**src/rtl/sio_status_flags.sv**
```systemverilog
module sio_status_flags #(
  parameter int W = 8
) (
  input  logic         clk,
  input  logic         rst_n,
  input  logic         uart_mode,
  input  logic         tx_wr,
  input  logic [W-1:0] tx_wdata,
  input  logic         tx_load,
  output logic [W-1:0] tx_data,
  input  logic         rx_done,
  input  logic [W-1:0] rx_word,
  input  logic         rx_par_bad,
  input  logic         rx_start_bad,
  input  logic         rx_stop_bad,
  input  logic         rx_rd,
  output logic [W-1:0] rx_data,
  input  logic         stat_rd,
  output logic [3:0]   stat_q,
  output logic         rx_irq
);
  logic bfull, perr, oerr, ferr, rx_unread;

  wire frame_evt = uart_mode && (rx_start_bad || rx_stop_bad);
  wire rx_load   = rx_done && (!rx_unread || rx_rd);
  wire rx_ovr    = rx_done && rx_unread && !rx_rd;

  assign stat_q = {bfull, perr, oerr, ferr};

  always_ff @(posedge clk) begin
    if (!rst_n) begin
      bfull     <= 1'b0;
      perr      <= 1'b0;
      oerr      <= 1'b0;
      ferr      <= 1'b0;
      rx_unread <= 1'b0;
      rx_irq    <= 1'b0;
      tx_data   <= '0;
      rx_data   <= '0;
    end else begin
      if (tx_wr)                   bfull <= 1'b1;
      else if (tx_load || stat_rd) bfull <= 1'b0;

      if (rx_par_bad)   perr <= 1'b1;
      else if (stat_rd) perr <= 1'b0;

      if (rx_ovr)       oerr <= 1'b1;
      else if (stat_rd) oerr <= 1'b0;

      if (frame_evt)    ferr <= 1'b1;
      else if (stat_rd) ferr <= 1'b0;

      if (rx_load)    rx_unread <= 1'b1;
      else if (rx_rd) rx_unread <= 1'b0;

      if (tx_wr)   tx_data <= tx_wdata;
      if (rx_load) rx_data <= rx_word;
      rx_irq <= frame_evt || rx_load;
    end
  end
endmodule


```
**config.mk**
```make
export PLATFORM = sky130hd
export DESIGN_NAME = sio_status_flags
export DESIGN_NICKNAME = d
export VERILOG_FILES = /design/src/rtl/sio_status_flags.sv
export SDC_FILE = /design/constraint.sdc
export NUM_CORES = 1
export LEC_CHECK = 0
export BUFFER_PORTS_ARGS = -buffer_cell sky130_fd_sc_hd__buf_2
export CORE_MARGIN = 2
export CORE_UTILIZATION = 25
export DETAILED_ROUTE_END_ITERATION = 8
export PLACE_DENSITY = 0.6
export SYNTH_ARGS = -nofsm -noshare
export SYNTH_HDL_FRONTEND = slang
export SYNTH_SLANG_ARGS = --single-unit
export TNS_END_PERCENT = 20
```
**constraint.sdc**
```tcl
create_clock -name clk -period 1.5 [get_ports clk]
set_clock_uncertainty 0.15 [all_clocks]
set_input_delay 0.375 -clock clk [delete_from_list [all_inputs] [get_ports clk]]
set_output_delay 0.375 -clock clk [all_outputs]
set_load 0.03 [all_outputs]
```
# [Yosys cells after proc, flatten, opt, wreduce, memory -nomap -nowiden]
# Index checks and enable logic that the tools add are counted.
# W data, S select, Z words.
[word_totals] output_inout_bits=21 word_cells=31 register_bits=22 input_bits=27
[op_classes] mux=8 reduce_logical=15
[op_table] op="$reduce_bool A2 Y1" n=5
[op_table] op="$mux W1" n=8
[op_table] op="$logic_and A1 B1 Y1" n=4
[op_table] op="$logic_or A1 B1 Y1" n=4
[op_table] op="$logic_not A1 Y1" n=2

# [Longest topological paths before layout]
[depth] ltp_word=4 depth_mapped=4 mapped_depth_nobuf=3

# [Least setup slack after synthesis]
# OpenSTA, ideal clock, no wires.
[synth_timing] path_type="input -> register" startpoint="input port rx_rd" endpoint="register rx_data[0]" setup_slack_ps=390 n_path_buf=1 cell_stages=4 arrival_time_ps=888 setup_time_ps=72 required_time_ps=1278 cell_sequence="nor2b_4 nand2b_4 buf_6 mux2i_1"
[synth_between] elab_chain_len=2
[synth_rtl] element="from (decl)" line_no="16" source="input logic rx_rd,"
[synth_rtl] element="$logic_or A1 B1 Y1" line_no="25" source="wire rx_load = rx_done && (!rx_unread || rx_rd);"
[synth_rtl] element="$logic_and A1 B1 Y1" line_no="25"
[synth_rtl] element="to (signal assigned)" line_no="57" source="if (rx_load) rx_data <= rx_word;"
[synth_rtl] element="to (decl)" line_no="17" source="output logic [W-1:0] rx_data,"
# No other way between the ends.
# A chain may end at the register's enable or synchronous reset.

# [Worst setup path in the final report]
[layout_timing] startpoint="register rx_data[6]" endpoint="output port rx_data[6]"
# No word-level cell between the ends.

==> results.yml <==
power:
  internal_power_mw: 0.802
  net-switching-power_mw: 0.309
  power_per_cell_area_nw_per_um2: 980
  design_power_total_mw: 1.11
  vdd_ir_drop_max_uv: 311
  p_leak_nw: 0.577
  clockPowerShare: 0.226
  power.share.switching: 0.278
  power.share.sequential: 0.574
  comb_power_share: 0.201
critical_path:
  crit_chain: "buf_2"
  crit_end: "rx_data[6]"
  regToRegStartpoint: "rx_unread"
  timing.reg2reg.worst_path_depth: 3
  crit_path_max_fanout: 2
  worst_path_dominant_cell_family: "flip-flops"
  path_buf_inv: 1
  startpoint_type: "register"
  critical_path_required_ns: 0.97
  timing.critical_path.from: "rx_data[6]"
  cp_num_cells: 1
  cp.arrival_ns: 0.85
  timing.critical_path.slowest_cell_delay_ns: 0.36
  worstReg2RegEnd: "rx_data[2]"
  reg2reg_slack_ns: 0.35
  timing.critical_path.to_type: "primary output"
  cpMaxStageDelayCell: "dfxtp_1"
  crit_type: "register to primary output"
clocking:
  holdBufCountCts: 0
  numCtsBuffers: 3
  cts_tree: "built"
  cts.clk_slew.worst_paths_ns: 0.11
  clockRootBuffer: "clkbuf_4"
  h-tree-depth: 1
  cts_resized: 0
  insertion_delay_ns: 0.29
  cts.path.max_buffers: 2
  postCtsSetupRepairBufs: 0
  cts.sink_count: 22
floorplanning:
  design.die.area_um2: 4010
  placementRows: 21
  dieWidth_um: 63.3
  ios: 48
  start_util: 0.262
  core-area_um2: 3360
  die_h_um: 63.3
final_layout:
  multi_input_comb_area_um2: 378
  fin_cells: 173
  number_of_nets_in_the_final_layout: 156
  sequential_cell_area_um2: 440
  layout-drive-gt1-share: 0.409
  flow.area_growth_from_synthesis_pct: 28.9
  diodes: 0
  num-fill-cells: 371
grt:
  globalRouteTotalUtil: 0.0926
  grt_max_degree: 31
  first_global_vias: 691
  leftover_overflow_at_the_end_of_global_routing: 0
  antenna_found_initial: 0
  grt_pass1_wl_um: 2950
run:
  maxCapViolations: 0
detailed_routing:
  drt-wirelength-per-cell_um: 9.94
  firstDrtPassIters: 3
  route.antenna.remaining_nets: 0
  dr.first_iter.drc_count: 19
  detail_route.vias_per_cell: 4.05
  remaining_drc_errors: 0
  via_count: 700
  route.final.wire_length_um: 1720
sta:
  timing.fmax_ghz: 0.726
  post-route-min-period_ns: 1.38
  worst_slew_pin_tran_ns: 0.442
  unrepaired_setup_endpoints_after_global_routing: "false"
  final_hold_slack_ns: 0.132
  timing.max_slew.rel_slack: 0.705
  final_hold_viol_count: 0
  setup_ws_ns: 0.123
  setup_tns_ns: 0
  setup_viol_count_final: 0
  timing.final.max_slew_violations: 0
  final_min_period_over_clock_period: 0.918
place:
  place.port_buffers: 47
  dp.final_hpwl_um: 1320
  globalplace.congestion: 0.621
  dpl.cell_count: 170
  dpl_worst_slack_ns: 0.217
worst_hold_path:
  hold_class: "input pin to register"
synthesis:
  synthesized_area_fraction_occupied_by_ao_oa_aoi_and_oai_cells: 0.0512
  synth_simple_gate_area_share: 0.196
  mux_share_of_post_synthesis_cell_area: 0.182
  synth.lib_cells_used.distinct: 16
  yosys.area_share.adder: 0
  yosysSeqAreaShare: 0.501
  synth_fp_nets: 113
  combinational_family_with_the_most_area_after_synthesis: "simple AND/OR/NAND/NOR gates"
  yosys_warnings: 0
  synthXorXnorAreaFrac: 0
  syn_avg_cell_area_um2: 10.2
  syn-cell-area_um2: 880
  synth_cells: 86
  synth-seq-cells: 22
run_status:
  run_status: "finished, final reports clean"
-- registers in the layout (all words and copies together), names as in the netlist --
name,count
oerr,1
rx_irq,1
bfull,1
rx_unread,1
rx_data,8
ferr,1
perr,1
tx_data,8
-- cells in the final DEF (no fill, tap or decap), drive strengths merged, types with 2 or more instances in the layout --
cell	n
a21boi	2
a21oi	2
buf	47
clkbuf	3
dfxtp	22
mux2i	16
nand2	16
nand2b	2
nor2b	13
o21a	2
-- cell usage after synthesis --
cell / instances / area, µm²
a21boi_0: 2 / 15.0
a21oi_1: 2 / 10.0
buf_2: 1 / 5.00
buf_4: 5 / 37.5
buf_6: 1 / 11.3
clkbuf_1: 2 / 7.51
dfxtp_1: 22 / 440
mux2i_1: 16 / 160
nand2_1: 16 / 60.1
nand2b_1: 1 / 6.26
nand2b_4: 1 / 13.8
nor2_1: 1 / 3.75
nor2b_1: 12 / 75.1
nor2b_4: 1 / 13.8
o21a_1: 2 / 15.0
o21ai_0: 1 / 5.00
-- cell type report --
cell class,instances,area share
multi-input cells,55,0.333
well taps,46,0.0508
clock buffers,3,0.0199
repair buffers,47,0.208
flip-flops and latches,22,0.389
-- power by group through the flow --
stage	Sequential (mW)	Clock [mW]	Combinational [mW]
6_report	0.638	0.251	0.223
3_3_place_gp	0.649	0	0.220
3_5_place_dp	0.650	0	0.226
5_1_grt	0.643	0.292	0.243
2_1_floorplan	0.707	0	0.101
4_1_cts	0.638	0.273	0.226
-- per-layer routing --
| layer | GRT usage | up-vias | routed length, µm |
|---|---|---|---|
| met4 | 0.0408 | 0 | 11 |
| met2 | 0.144 | 31 | 770 |
| met1 | 0.123 | 310 | 795 |
| li1 | - | 357 | - |
| met3 | 0.0214 | 2 | 142 |
| met5 | 0 | - | 0 |
-- logic make-up (layout without fill, tap and decap cells) --
logic type / after synthesis / after routing
multiplexers: 16 / 16
AO/OA/AOI/OAI: 7 / 7
flip-flops: 22 / 22
AND/OR/NAND/NOR: 32 / 32
buffers and inverters: 9 / 50
-- per-stage QoR --
step	cell area (µm²)	util
2_1_floorplan	880	-
3_3_place_gp	1110	0.330
3_5_place_dp	1110	0.330
4_1_cts	1130	0.337
5_1_grt	1130	0.337
6_report	1130	0.337
-- worst min path at each step --
stage	start	slack (ns)	cells after the start	to
after detailed placement	rx_data[3]	0.31	2	rx_data[3]
after CTS	rx_par_bad	0.12	2	perr
after global placement	rx_data[3]	0.30	2	rx_data[3]
final	rx_par_bad	0.13	2	perr
after global routing	rx_par_bad	0.13	2	perr
after floorplan	ferr	0.31	2	ferr
Note: power is estimated with default switching activity, not from simulation.
